File: src/rtl/srm_pkg.sv
package srm_pkg;

    localparam logic [7:0] OP_WRITE = 8'hC1;
    localparam logic [7:0] OP_XACT  = 8'hC2;

    localparam int FRAME_BITS = 16;
    localparam int SEND_BITS  = 8;
    localparam int REPLY_BITS = FRAME_BITS - SEND_BITS;

    typedef enum logic [2:0] {
        SQ_OP,
        SQ_CNT,
        SQ_HI,
        SQ_LO,
        SQ_ADDR,
        SQ_XFER,
        SQ_DRAIN
    } seq_state_t;

    typedef enum logic [2:0] {
        EN_IDLE,
        EN_LOW,
        EN_HIGH,
        EN_TAIL,
        EN_GAP
    } eng_state_t;

    typedef struct packed {
        logic [FRAME_BITS-1:0] word;
        logic                  rd;
    } frame_req_t;

    function automatic logic [FRAME_BITS-1:0] read_frame(input logic [6:0] addr);
        return {1'b1, addr, {REPLY_BITS{1'b0}}};
    endfunction

    function automatic logic count_ok(input logic [7:0] n, input int unsigned max_n);
        return (n != 8'd0) && (32'(n) <= max_n);
    endfunction

endpackage

File: src/rtl/srm_shifter.sv
module srm_shifter
    import srm_pkg::*;
#(
    parameter int BIT_CYC = 8
) (
    input  logic       clk,
    input  logic       rst,
    input  logic       start,
    input  frame_req_t req,
    output logic       done,
    output logic [7:0] rx_byte,
    output logic       sel_n,
    output logic       sclk,
    output logic       mosi,
    input  logic       miso
);
    localparam int HALF = BIT_CYC / 2;
    localparam int TW   = (BIT_CYC > 1) ? $clog2(BIT_CYC) : 1;
    localparam logic [TW-1:0] HALF_END = TW'(HALF - 1);
    localparam logic [TW-1:0] GAP_END  = TW'(BIT_CYC - 1);
    localparam logic [3:0]    LAST_IDX = 4'(FRAME_BITS - 1);
    localparam logic [3:0]    RX_FIRST = 4'(SEND_BITS);

    eng_state_t            st;
    logic [TW-1:0]         tmr;
    logic [3:0]            idx;
    logic [FRAME_BITS-1:0] sh;
    logic                  rd;
    logic                  samp;

    always_ff @(posedge clk) begin
        if (rst) begin
            st      <= EN_IDLE;
            tmr     <= '0;
            idx     <= '0;
            sh      <= '0;
            rd      <= 1'b0;
            samp    <= 1'b0;
            done    <= 1'b0;
            rx_byte <= '0;
            sel_n   <= 1'b1;
            sclk    <= 1'b0;
            mosi    <= 1'b0;
        end else begin
            done <= 1'b0;
            samp <= 1'b0;
            if (samp) begin
                rx_byte <= {rx_byte[6:0], miso};
            end
            case (st)
                EN_IDLE: begin
                    if (start) begin
                        sel_n <= 1'b0;
                        mosi  <= req.word[FRAME_BITS-1];
                        sh    <= {req.word[FRAME_BITS-2:0], 1'b0};
                        rd    <= req.rd;
                        tmr   <= '0;
                        idx   <= '0;
                        st    <= EN_LOW;
                    end
                end
                EN_LOW: begin
                    if (tmr == HALF_END) begin
                        tmr  <= '0;
                        sclk <= 1'b1;
                        st   <= EN_HIGH;
                    end else begin
                        tmr <= tmr + 1'b1;
                    end
                end
                EN_HIGH: begin
                    if (tmr == HALF_END) begin
                        tmr  <= '0;
                        sclk <= 1'b0;
                        samp <= rd && (idx >= RX_FIRST);
                        if (idx == LAST_IDX) begin
                            st <= EN_TAIL;
                        end else begin
                            idx  <= idx + 1'b1;
                            mosi <= sh[FRAME_BITS-1];
                            sh   <= {sh[FRAME_BITS-2:0], 1'b0};
                            st   <= EN_LOW;
                        end
                    end else begin
                        tmr <= tmr + 1'b1;
                    end
                end
                EN_TAIL: begin
                    if (tmr == HALF_END) begin
                        tmr   <= '0;
                        sel_n <= 1'b1;
                        mosi  <= 1'b0;
                        st    <= EN_GAP;
                    end else begin
                        tmr <= tmr + 1'b1;
                    end
                end
                EN_GAP: begin
                    if (tmr == GAP_END) begin
                        tmr  <= '0;
                        done <= 1'b1;
                        st   <= EN_IDLE;
                    end else begin
                        tmr <= tmr + 1'b1;
                    end
                end
                default: st <= EN_IDLE;
            endcase
        end
    end

endmodule

File: src/rtl/srm_reply_buf.sv
module srm_reply_buf #(
    parameter int DEPTH = 31,
    parameter int WIDTH = 8
) (
    input  logic             clk,
    input  logic             rst,
    input  logic             push,
    input  logic [WIDTH-1:0] din,
    input  logic             pop,
    output logic [WIDTH-1:0] dout,
    output logic             empty
);
    localparam int AW = (DEPTH > 1) ? $clog2(DEPTH) : 1;
    localparam int CW = $clog2(DEPTH + 1);
    localparam logic [AW-1:0] LAST = AW'(DEPTH - 1);

    logic [WIDTH-1:0] mem [DEPTH];
    logic [AW-1:0]    wp;
    logic [AW-1:0]    rp;
    logic [CW-1:0]    cnt;

    function automatic logic [AW-1:0] bump(input logic [AW-1:0] p);
        return (p == LAST) ? '0 : p + 1'b1;
    endfunction

    assign empty = (cnt == '0);
    assign dout  = mem[rp];

    always_ff @(posedge clk) begin
        if (push) begin
            mem[wp] <= din;
        end
    end

    always_ff @(posedge clk) begin
        if (rst) begin
            wp  <= '0;
            rp  <= '0;
            cnt <= '0;
        end else begin
            if (push) begin
                wp <= bump(wp);
            end
            if (pop && !empty) begin
                rp <= bump(rp);
            end
            case ({push, pop && !empty})
                2'b10:   cnt <= cnt + 1'b1;
                2'b01:   cnt <= cnt - 1'b1;
                default: cnt <= cnt;
            endcase
        end
    end

endmodule

File: src/rtl/srm_sequencer.sv
module srm_sequencer
    import srm_pkg::*;
#(
    parameter int MAX_N = 31
) (
    input  logic       clk,
    input  logic       rst,
    input  logic       in_valid,
    output logic       in_ready,
    input  logic [7:0] in_data,
    output logic       out_valid,
    input  logic       out_ready,
    output logic       eng_start,
    output frame_req_t eng_req,
    input  logic       eng_done,
    output logic       buf_push,
    output logic       buf_pop,
    input  logic       buf_empty
);
    localparam int CW = $clog2(MAX_N + 1);
    localparam logic [CW-1:0] ONE = CW'(1);

    seq_state_t    st;
    logic          wr_mode;
    logic [CW-1:0] remain;
    logic [7:0]    hi_byte;
    logic          take;
    logic          last;

    assign in_ready = (st != SQ_XFER) && (st != SQ_DRAIN);
    assign take     = in_valid && in_ready;
    assign last     = (remain == ONE);

    assign eng_start = take && (((st == SQ_LO) && !hi_byte[7]) || (st == SQ_ADDR));

    always_comb begin
        eng_req.rd   = (st == SQ_ADDR);
        eng_req.word = (st == SQ_ADDR) ? read_frame(in_data[6:0]) : {hi_byte, in_data};
    end

    assign buf_push  = (st == SQ_XFER) && eng_done && !wr_mode;
    assign out_valid = (st == SQ_DRAIN) && !buf_empty;
    assign buf_pop   = out_valid && out_ready;

    always_ff @(posedge clk) begin
        if (rst) begin
            st      <= SQ_OP;
            wr_mode <= 1'b0;
            remain  <= '0;
            hi_byte <= '0;
        end else begin
            case (st)
                SQ_OP: begin
                    if (take) begin
                        if (in_data == OP_WRITE) begin
                            wr_mode <= 1'b1;
                            st      <= SQ_CNT;
                        end else if (in_data == OP_XACT) begin
                            wr_mode <= 1'b0;
                            st      <= SQ_CNT;
                        end
                    end
                end
                SQ_CNT: begin
                    if (take) begin
                        if (count_ok(in_data, MAX_N)) begin
                            remain <= in_data[CW-1:0];
                            st     <= wr_mode ? SQ_HI : SQ_ADDR;
                        end else begin
                            st <= SQ_OP;
                        end
                    end
                end
                SQ_HI: begin
                    if (take) begin
                        hi_byte <= in_data;
                        st      <= SQ_LO;
                    end
                end
                SQ_LO: begin
                    if (take) begin
                        if (hi_byte[7]) begin
                            remain <= remain - 1'b1;
                            st     <= last ? SQ_OP : SQ_HI;
                        end else begin
                            st <= SQ_XFER;
                        end
                    end
                end
                SQ_ADDR: begin
                    if (take) begin
                        st <= SQ_XFER;
                    end
                end
                SQ_XFER: begin
                    if (eng_done) begin
                        remain <= remain - 1'b1;
                        if (last) begin
                            st <= wr_mode ? SQ_OP : SQ_DRAIN;
                        end else begin
                            st <= wr_mode ? SQ_HI : SQ_ADDR;
                        end
                    end
                end
                SQ_DRAIN: begin
                    if (buf_empty) begin
                        st <= SQ_OP;
                    end
                end
                default: st <= SQ_OP;
            endcase
        end
    end

endmodule

File: src/rtl/srm_master.sv
module srm_master
    import srm_pkg::*;
#(
    parameter int BIT_CYC = 8,
    parameter int MAX_N   = 31
) (
    input  logic       clk,
    input  logic       rst,
    input  logic       in_valid,
    output logic       in_ready,
    input  logic [7:0] in_data,
    output logic       out_valid,
    input  logic       out_ready,
    output logic [7:0] out_data,
    output logic       bus_sel_n,
    output logic       bus_sclk,
    output logic       bus_mosi,
    input  logic       bus_miso
);
    frame_req_t eng_req;
    logic       eng_start;
    logic       eng_done;
    logic [7:0] rx_byte;
    logic       buf_push;
    logic       buf_pop;
    logic       buf_empty;

    srm_sequencer #(
        .MAX_N (MAX_N)
    ) u_seq (
        .clk       (clk),
        .rst       (rst),
        .in_valid  (in_valid),
        .in_ready  (in_ready),
        .in_data   (in_data),
        .out_valid (out_valid),
        .out_ready (out_ready),
        .eng_start (eng_start),
        .eng_req   (eng_req),
        .eng_done  (eng_done),
        .buf_push  (buf_push),
        .buf_pop   (buf_pop),
        .buf_empty (buf_empty)
    );

    srm_shifter #(
        .BIT_CYC (BIT_CYC)
    ) u_shift (
        .clk     (clk),
        .rst     (rst),
        .start   (eng_start),
        .req     (eng_req),
        .done    (eng_done),
        .rx_byte (rx_byte),
        .sel_n   (bus_sel_n),
        .sclk    (bus_sclk),
        .mosi    (bus_mosi),
        .miso    (bus_miso)
    );

    srm_reply_buf #(
        .DEPTH (MAX_N),
        .WIDTH (8)
    ) u_buf (
        .clk   (clk),
        .rst   (rst),
        .push  (buf_push),
        .din   (rx_byte),
        .pop   (buf_pop),
        .dout  (out_data),
        .empty (buf_empty)
    );

endmodule

File: config.mk
export PLATFORM = sky130hd
export DESIGN_NAME = srm_master
export DESIGN_NICKNAME = d
export VERILOG_FILES = /design/src/rtl/srm_pkg.sv /design/src/rtl/srm_shifter.sv /design/src/rtl/srm_reply_buf.sv /design/src/rtl/srm_sequencer.sv /design/src/rtl/srm_master.sv
export SDC_FILE = /design/constraint.sdc
export NUM_CORES = 1
export LEC_CHECK = 0
export BUFFER_PORTS_ARGS = -buffer_cell sky130_fd_sc_hd__buf_4
export CORE_MARGIN = 2
export CORE_UTILIZATION = 60
export CTS_BUF_LIST = sky130_fd_sc_hd__clkbuf_8
export CTS_CLUSTER_SIZE = 24
export DETAILED_ROUTE_END_ITERATION = 8
export PLACE_DENSITY = 0.77
export SYNTH_ARGS = -nofsm -noshare
export SYNTH_HDL_FRONTEND = slang
export SYNTH_SLANG_ARGS = --single-unit
export TNS_END_PERCENT = 10
File: constraint.sdc
create_clock -name clk -period 6.2 [get_ports clk]
set_input_delay 0.62 -clock clk [delete_from_list [all_inputs] [get_ports clk]]
set_output_delay 0.62 -clock clk [all_outputs]
set_load 0.03 [all_outputs]
==> impl_metrics.yaml <==
global_route:
  gr-total-overflow: 0
  antenna_found_initial: 0
  grt_pass1_vias: 7801
  grt_start_max_net_pins: 64
  grt_pass1_wl_um: 43010
  grt_usage_pct: 23.44
setup_path:
  path_class: "register to primary output"
  cp.required_ns: 5.58
  worstPathMaxFanout: 41
  r2r_cells: 11
  arrival_ns: 3.35
  endpoint_kind: "primary output"
  setup.worst_path.start_class: "register"
die:
  coreArea_mm2: 0.02264
  die_w_um: 155.9
  die_area_mm2: 0.02430
  pin_count: 26
  start_util_pct: 61.13
  rows: 55
  die_h_um: 155.9
sta:
  timing.final.ws_setup_ns: 2.230
  rsz0062_at_grt: "false"
  setup_tns_ns: 0
  fin_crit_ns: 3.970
  worst_pin_slew_ns: 1.286
  slew_viol_final: 0
  period_share_pct: 64.04
  setup_viol: 0
  skew_ns: 0.02697
  fmax_mhz: 251.9
  slew_headroom_pct: 14.15
  hold_viol: 0
power:
  p_switching_mw: 0.8919
  intPower_mw: 3.287
  netSwitchingFraction_pct: 21.34
  seqPwrFrac_pct: 56.2
  clock_power_share_pct: 40.9
  vdd_drop_max_uv: 214.8
  p_leak_nw: 4.855
  p_per_area_mw_per_mm2: 278.9
  combPwrFrac_pct: 2.8
place:
  dp_hpwl_um: 17340
  gp_congestion: 0.8394
  preCtsSetupSlack_ns: 2.780
  numPortBuffers: 25
  post_dp_cell_area_mm2: 0.01403
clock_network:
  cts_sinks: 324
  clkTransAtPathRegs_ns: 0.06
  clk_latency_ns: 0.58
  clockBufferDepth: 3
  cts_setup_buffers: 0
  cts.htree.levels: 2
  cts-buffers-inserted: 49
  cts-root-buf: "clkbuf_8"
  hold_buffers: 0
  post_cts_resized: 0
  cts_tree: "yes"
finish:
  syn_to_final_growth_pct: 8.281
  antenna_cells: 0
  nets: 998
  final_area_mm2: 0.01499
  fin_util_pct: 66.20
  regArea_mm2: 0.008974
  drive_gt1_share_pct: 16.75
  fillers: 1540
  multi_input_area_mm2: 0.004372
run_status:
  outcome: "finished, final reports clean"
worst_hold_path:
  hold_class: "input pin to register"
  whs_path_depth: 3
synthesis:
  synth_edf_count: 248
  synth_cell_types: 77
  yosysTopAreaCell: "edfxtp_1"
  synth_top_area_share_pct: 53.81
  ys_async_sr_fraction_pct: 0
  netlist_area_mm2: 0.01384
  synth_area_leaders: "edfxtp_1 (54%), dfxtp_1 (11%), mux4_2 (6.3%), mux2i_1 (4.0%), nor2_1 (2.5%)"
  yosysMostFrequentCell: "edfxtp_1"
  synthTopCellsByCount: "edfxtp_1 (248), nor2_1 (94), dfxtp_1 (76), mux2i_1 (56), nand2_1 (52)"
  synth_flop_cell: "edfxtp_1"
  synth_warnings: 0
  yosysSeqAreaShare_pct: 64.80
  syn_avg_cell_area_um2: 14.71
  ys_ff_latch: 324
  synthCells: 941
  synthesis.nets: 971
detailed_routing:
  ant_nets: 0
  vias: 7937
  first_pass_iters: 5
  viasPerCell: 6.162
  post_drt_wl_per_cell_um: 21.73
  drc: 0
  dr.first_iter.drc_count: 687
  routed_wl_um: 27990
job:
  drv_cap: 0
==> kinds of logic after synthesis <==
family | synth area share (%)
flip-flops | 64.80
multiplexers | 12.70
AO/OA/AOI/OAI | 7.702
XOR/XNOR | 0.8859
AND/OR/NAND/NOR | 8.760
adder cells (fa/ha/maj) | 1.537
buffers and inverters | 3.616
==> layout make-up <==
| cell class | count | share of cell area [%] |
|---|---|---|
| Clock inverter | 33 | 1.503 |
| Timing Repair Buffer | 33 | 1.653 |
| Sequential cell | 324 | 59.88 |
| Inverter | 22 | 0.5510 |
| Clock buffer | 53 | 4.867 |
| Multi-Input combinational cell | 538 | 29.17 |
| Tap cell | 285 | 2.379 |
==> metal layers <==
layer | GRT usage, % | vias to the layer above | wire length, um
li1 | - | 3662 | -
met5 | 0 | - | 0
met1 | 31.84 | 3937 | 11730
met3 | 4.833 | 49 | 1999
met2 | 38.87 | 289 | 13760
met4 | 6.728 | 0 | 500
==> worst max-delay path: stages, from the launching register on <==
cell and delay (ns):
dfxtp_2 0.71, buf_4 0.58, mux4_2 0.57, mux2i_1 0.33
o22ai_1 0.14, a31o_2 0.23, buf_4 0.16
==> per-stage QoR <==
step | hold WS, ns | std cells | power (mW)
6_report | 0.2874 | 1288 | 4.179
5_1_grt | 0.2907 | 1288 | 4.320
4_1_cts | 0.2600 | 1288 | 4.200
3_5_place_dp | 0.4483 | 1202 | 2.515
3_3_place_gp | 0.4374 | 1202 | 2.511
2_1_floorplan | 0.4150 | 941 | 2.493
==> placed cells by master, fill, tap and decap left out, types with 7 or more instances in the layout <==
| master | count |
|---|---|
| edfxtp_1 | 248 |
| nand3_1 | 14 |
| a21oi_1 | 26 |
| a31oi_1 | 8 |
| nand3b_1 | 7 |
| inv_1 | 34 |
| o21ai_0 | 36 |
| clkinv_1 | 12 |
| ha_1 | 17 |
| a221oi_1 | 7 |
| buf_4 | 33 |
| mux4_1 | 10 |
| o211ai_1 | 20 |
| mux2i_1 | 56 |
| clkbuf_8 | 53 |
| dfxtp_1 | 74 |
| xor2_1 | 10 |
| nor2_1 | 94 |
| nor2b_1 | 25 |
| a211oi_1 | 8 |
| nor3_1 | 14 |
| mux4_2 | 39 |
| nand2_1 | 52 |
==> power by group through the flow <==
stage / Combinational (mW) / Sequential, mW / Clock [mW]
finish: 0.119 / 2.35 / 1.71
global route: 0.134 / 2.35 / 1.83
CTS: 0.120 / 2.35 / 1.73
detailed placement: 0.119 / 2.40 / 0
global placement: 0.116 / 2.39 / 0
floorplan: 0.117 / 2.38 / 0
==> path summary, 6_finish.rpt <==
kind | to | slack [ns] | startpoint
setup / recovery | out_data[7] | 2.23 | register
hold / removal | u_shift.rx_byte[0] | 0.29 | bus_miso
setup reg to reg | u_buf.cnt[4] | 2.91 | u_seq.st[0]
hold reg to reg | u_shift.sh[1] | 0.46 | u_shift.sh[1]
==> state kept, by name (all words and copies together), names as in the netlist, named ones only <==
name / count
u_buf.cnt: 5
u_seq.st: 3
u_shift.tmr: 3
u_shift.mosi: 1
u_shift.sclk: 1
u_seq.hi_byte: 8
u_seq.remain: 5
u_shift.done: 1
u_shift.rd: 1
u_shift.st: 3
u_seq.wr_mode: 1
u_shift.idx: 4
u_buf.rp: 5
u_shift.sh: 15
u_shift.rx_byte: 8
u_buf.wp: 5
u_buf.mem: 248
u_shift.sel_n: 1
u_shift.samp: 1
Power figures use the tool's default switching activity.
